## src/rtl/lcd_tri_drive.sv

```systemverilog
module lcd_tri_drive #(
  parameter int DIGITS = 4,
  parameter int DIV    = 16
) (
  input  logic                  clk,
  input  logic                  rst_n,
  input  logic [4*DIGITS-1:0]   dig_code,
  input  logic [DIGITS-1:0]     mark_a,
  input  logic [DIGITS-1:0]     mark_b,
  output logic [5:0]            bp_lvl,
  output logic [6*DIGITS-1:0]   seg_lvl
);
  localparam int CW = (DIV > 1) ? $clog2(DIV) : 1;
  localparam logic [CW-1:0] LAST = CW'(DIV - 1);

  logic [CW-1:0] cnt;
  logic [1:0]    phase;
  logic          pol;
  logic          wrap;

  assign wrap = (cnt == LAST);

  always_ff @(posedge clk or negedge rst_n) begin
    if (!rst_n) begin
      cnt   <= '0;
      phase <= 2'd0;
      pol   <= 1'b0;
    end else begin
      cnt <= wrap ? '0 : cnt + 1'b1;
      if (wrap) begin
        if (phase == 2'd2) begin
          phase <= 2'd0;
          pol   <= ~pol;
        end else begin
          phase <= phase + 2'd1;
        end
      end
    end
  end

  logic [1:0] lv_act, lv_idle, lv_on, lv_off;
  assign lv_act  = pol ? 2'd0 : 2'd3;
  assign lv_idle = pol ? 2'd2 : 2'd1;
  assign lv_on   = pol ? 2'd3 : 2'd0;
  assign lv_off  = pol ? 2'd1 : 2'd2;

  for (genvar i = 0; i < 3; i++) begin : g_bp
    assign bp_lvl[2*i +: 2] = (phase == 2'(i)) ? lv_act : lv_idle;
  end

  // pattern bits: [0]=a [1]=b [2]=c [3]=d [4]=e [5]=f [6]=g
  function automatic logic [6:0] decode7(input logic [3:0] c);
    case (c)
      4'd0:  decode7 = 7'h3F;
      4'd1:  decode7 = 7'h06;
      4'd2:  decode7 = 7'h5B;
      4'd3:  decode7 = 7'h4F;
      4'd4:  decode7 = 7'h66;
      4'd5:  decode7 = 7'h6D;
      4'd6:  decode7 = 7'h7D;
      4'd7:  decode7 = 7'h07;
      4'd8:  decode7 = 7'h7F;
      4'd9:  decode7 = 7'h6F;
      4'd10: decode7 = 7'h40;
      4'd11: decode7 = 7'h79;
      4'd12: decode7 = 7'h76;
      4'd13: decode7 = 7'h38;
      4'd14: decode7 = 7'h73;
      default: decode7 = 7'h00;
    endcase
  endfunction

  for (genvar d = 0; d < DIGITS; d++) begin : g_dig
    logic [6:0] pat;
    logic [2:0] el;
    assign pat = decode7(dig_code[4*d +: 4]);

    always_comb begin
      case (phase)
        2'd0:    el = {pat[5], pat[1], pat[0]};
        2'd1:    el = {pat[4], pat[2], pat[6]};
        default: el = {mark_b[d], mark_a[d], pat[3]};
      endcase
    end

    for (genvar l = 0; l < 3; l++) begin : g_line
      assign seg_lvl[6*d + 2*l +: 2] = el[l] ? lv_on : lv_off;
    end
  end

  logic [1:0] act_bp_lvl;
  assign act_bp_lvl = (phase == 2'd0) ? bp_lvl[1:0] :
                      (phase == 2'd1) ? bp_lvl[3:2] : bp_lvl[5:4];

  p_one_extreme_r1: assert property (@(posedge clk) disable iff (!rst_n)
    $countones({bp_lvl[1:0] == 2'd0 || bp_lvl[1:0] == 2'd3,
                bp_lvl[3:2] == 2'd0 || bp_lvl[3:2] == 2'd3,
                bp_lvl[5:4] == 2'd0 || bp_lvl[5:4] == 2'd3}) == 1);

  p_phase_dwell_r2: assert property (@(posedge clk) disable iff (!rst_n)
    (phase != $past(phase)) |-> ($past(cnt) == LAST));

  p_pol_frame_r3: assert property (@(posedge clk) disable iff (!rst_n)
    !$stable(pol) |-> ($past(phase) == 2'd2 && phase == 2'd0));

  for (genvar j = 0; j < 3*DIGITS; j++) begin : g_chk
    p_seg_not_bp_r4: assert property (@(posedge clk) disable iff (!rst_n)
      seg_lvl[2*j +: 2] != act_bp_lvl);
  end
endmodule

```

## config.mk

```make
export PLATFORM = sky130hd
export DESIGN_NAME = lcd_tri_drive
export DESIGN_NICKNAME = d
export VERILOG_FILES = /design/src/rtl/lcd_tri_drive.sv
export SDC_FILE = /design/constraint.sdc
export NUM_CORES = 1
export LEC_CHECK = 0
export BUFFER_PORTS_ARGS = -buffer_cell sky130_fd_sc_hd__buf_2
export CORE_MARGIN = 2
export CORE_UTILIZATION = 54
export CTS_BUF_LIST = sky130_fd_sc_hd__clkbuf_4 sky130_fd_sc_hd__clkbuf_8
export DETAILED_ROUTE_END_ITERATION = 7
export HOLD_SLACK_MARGIN = 0.12
export PLACE_DENSITY = 0.81
export SLEW_MARGIN = 20
export SYNTH_ARGS = -nofsm -noshare
export SYNTH_HDL_FRONTEND = slang
export SYNTH_SLANG_ARGS = --single-unit
export TNS_END_PERCENT = 5
```

## constraint.sdc

```tcl
create_clock -name clk -period 2.4 [get_ports clk]
set_input_delay 0.24 -clock clk [delete_from_list [all_inputs] [get_ports clk]]
set_output_delay 0.24 -clock clk [all_outputs]
set_load 0.01 [all_outputs]
```

==> reports/summary.log <==
qor: layout.area_growth_syn_to_layout 12.60%
qor: synth.synthTopCellsByArea sky130_fd_sc_hd__ha_1 23%, sky130_fd_sc_hd__dfrtp_1 9.3%, sky130_fd_sc_hd__xnor2_1 6.0%
qor: setup_path.end_kind output port
qor: synth.asyncSetResetFlopFracSynth 100.0%
qor: place.place.port_buffers 55
qor: synth.netlist_area 0.001887 mm²
qor: global_route.grt_antenna_before_repair 0
qor: die.fp.dieW 63.11 µm
qor: layout.layout_commonest_cell sky130_fd_sc_hd__buf_2
qor: clocking.tritoncts done
qor: timing.final_period_minus_worst_setup_slack 2.160 ns
qor: power.ir_worst_vdd 0.0001400 V
qor: detailed_routing.detailroute.wirelength.met3 184 µm
qor: detailed_routing.wirelength 3878 µm
qor: die.die-area 0.003983 mm²
qor: timing.tightestPinTransition 0.3700 ns
qor: clocking.worstSkewPairLatency 0.26 ns
qor: synth.yosys_warnings 0
qor: min_path.min_path_type input pin to async pin
qor: detailed_routing.detailedRoute.firstPassIterationCount 5
qor: flow_run.maxCapViolations 0
qor: power.static-leakage-power 1.012 nW
qor: timing.totalNegativeSetupSlack 0 ns
qor: global_route.grt_start_max_net_pins 19
qor: place.hpwl 3115 µm
qor: detailed_routing.route.top_layer_used met4
qor: synth.synth_edf_count 0
qor: setup_path.critPathArrivalTime 1.92 ns
qor: setup_path.worstReg2RegEnd phase[1]$_DFFE_PN0N_
qor: clocking.numClockSinks 7
qor: run_status.status finished clean
qor: die.core_area 0.003337 mm²
qor: synth.synth_area_leader_cell sky130_fd_sc_hd__ha_1
qor: detailed_routing.drt-initial-drc-count 73
qor: power.power.density 231.4 mW/mm²
qor: timing.clock_skew 0.009132 ns
qor: timing.count_of_endpoints_failing_hold_in_the_final_timing_report 0
qor: synth.synth_nets 289
qor: layout.layout-drive-gt1-share 30.97%
qor: timing.rsz0062_at_grt false
qor: setup_path.internal_reg_to_reg_setup_slack 1.19 ns
qor: detailed_routing.routed-via-count 1703
qor: clocking.clockBufferDepth 2
qor: detailed_routing.count_of_unresolved_drc_violations_after_routing 0
qor: synth.ys_types 41
qor: timing.timing.fmax 0.4629 GHz
qor: clocking.clock_tree.htree_level_count 1
qor: die.floorplan.die.height 63.11 µm
qor: detailed_routing.met2WireLength 1857 µm
qor: global_route.grt_overflow_total 0
qor: setup_path.worst_path_required_time 2.16 ns
qor: layout.seqCellArea 175.2 µm²
qor: setup_path.reg2reg_from phase[1]$_DFFE_PN0N_
qor: detailed_routing.met1_wl 1737 µm
qor: setup_path.crit_fanout 10
qor: global_route.globalRouteTotalUtil 20.31%
qor: clocking.clk_pin_slew 0.06 ns
qor: clocking.cts_setup_buffers 0
qor: die.floorplan.initialDensity 56.54%
qor: clocking.cts_buffers 3
qor: timing.maxSlewHeadroom 74.69%
qor: synth.dominantRegCellSynth sky130_fd_sc_hd__dfrtp_1
qor: layout.insertedDiodeCount 0
qor: setup_path.timing.critical_path.from_type flop
qor: synth.syn_area_per_cell 8.275 µm²
qor: layout.layout.cells.most_common_list 55 x sky130_fd_sc_hd__buf_2, 35 x sky130_fd_sc_hd__ha_1, 17 x sky130_fd_sc_hd__inv_1, 17 x sky130_fd_sc_hd__a21oi_1, 13 x sky130_fd_sc_hd__xnor2_1
qor: detailed_routing.antenna_left 0
qor: layout.layout.nets 330
qor: setup_path.ff2ff_path_depth 5
qor: layout.fillerInstances 299
qor: layout.multiInputGateArea 0.001471 mm²
qor: clocking.ctsRootBufferMaster sky130_fd_sc_hd__clkbuf_4
qor: global_route.grt_first_pass_wirelength 6879 µm
qor: setup_path.criticalPathCategory flop to output port
qor: synth.yosys_top_cell_area_share 23.21%
qor: die.io_pins 56
qor: die.fp-row-count 21
qor: detailed_routing.drt-wirelength-per-cell 12.35 µm
qor: timing.timing.final.setup_violations 0
qor: detailed_routing.viasPerCell 5.424
qor: power.p_total 0.0004916 W
qor: timing.timing_max_transition_violations_final 0
qor: place.gpl_congestion 0.8677
qor: synth.ys_seq_area_share 9.284%
qor: synth.synthesized_flop_and_latch_total 7
qor: synth.netlist_instances 228
qor: global_route.grt_pass1_vias 1635
qor: timing.layout_worst_path_cycle_share 90.01%
==> cells by family after synthesis <==
logic type,count (synthesis),share of synthesized area [%]
xor gates and xnor gates,14,6.499
muxes,15,10.08
AOI/OAI and AO/OA,61,24.34
DFF,7,9.284
adders and majority gates,35,23.21
and+or+nand+nor,52,13.86
buffers and inverters,44,12.73
==> cells in the mapped netlist, drive strengths merged (5+ instances only) <==
cell type  number
ha             35
buf            20
inv            20
a21oi          17
o21ai          14
xnor2          13
nor2           12
nand2          11
mux2i          10
nor2b          10
dfrtp           7
nor3            6
a211oi          5
==> worst max-delay path, cell delays in order, from the launching register on <==
cell                        delay (ns)
sky130_fd_sc_hd__dfrtp_1          0.43
sky130_fd_sc_hd__or2_2            0.43
sky130_fd_sc_hd__a2111oi_4        0.38
sky130_fd_sc_hd__a221oi_2         0.07
sky130_fd_sc_hd__o21ai_2          0.07
sky130_fd_sc_hd__xnor2_1          0.13
sky130_fd_sc_hd__buf_2            0.15
==> stage by stage <==
stage	worst slack, ns	std cells	instance area (µm²)	utilization, %	hold slack (ns)
5_1_grt	0.07624	314	2125	63.67	0.3657
4_1_cts	0.1503	314	2125	63.67	0.3561
6_report	0.2398	314	2125	63.67	0.3447
2_1_floorplan	0.5594	228	1887	-	-0.05559
3_5_place_dp	0.3887	309	2085	62.47	0.08157
3_3_place_gp	0.4093	309	2085	62.47	0.08161
==> metal layers <==
metal / up-vias / track usage, %
met2: 57 / 35.11
li1: 873 / -
met3: 12 / 1.607
met5: - / 0
met1: 761 / 26.15
met4: 0 / 7.778
==> worst max-delay path by stage <==
stage,cells after the start,slack (ns),from,end
detailed placement,8,0.39,dig_code[12],seg_lvl[19]
global placement,8,0.41,dig_code[12],seg_lvl[19]
floorplan,4,0.56,pol$_DFFE_PN0P_,bp_lvl[0]
CTS,5,0.15,phase[0]$_DFFE_PN0N_,seg_lvl[7]
global route,8,0.08,phase[1]$_DFFE_PN0N_,seg_lvl[7]
finish,6,0.24,phase[0]$_DFFE_PN0N_,seg_lvl[23]
==> area by class of cell <==
class / count / area share, %
tap: 46 / 2.709
sequential: 7 / 8.245
clock buffer: 4 / 1.413
timing repair buffer: 60 / 14.84
multi-input combinational: 177 / 69.26
inverter: 20 / 3.534
==> power breakdown <==
group          internal [W]  switching, W  leakage (nW)
sequential         0.000118             0        0.0885
combinational      0.000114      0.000137         0.905
clock             0.0000750     0.0000471        0.0184
total              0.000307      0.000184          1.01
==> flip-flops by register name (all words and copies together), names as in the netlist <==
signal	flops
cnt	4
phase	2
pol	1
==> timing repair <==
action / 4_1_cts / 5_1_grt
hold buffers: 1 / 0
setup endpoints to repair: 0 / 3
gates resized for setup: 0 / 1
hold endpoints to repair: 7 / 0
(Power assumes the default switching activity.)
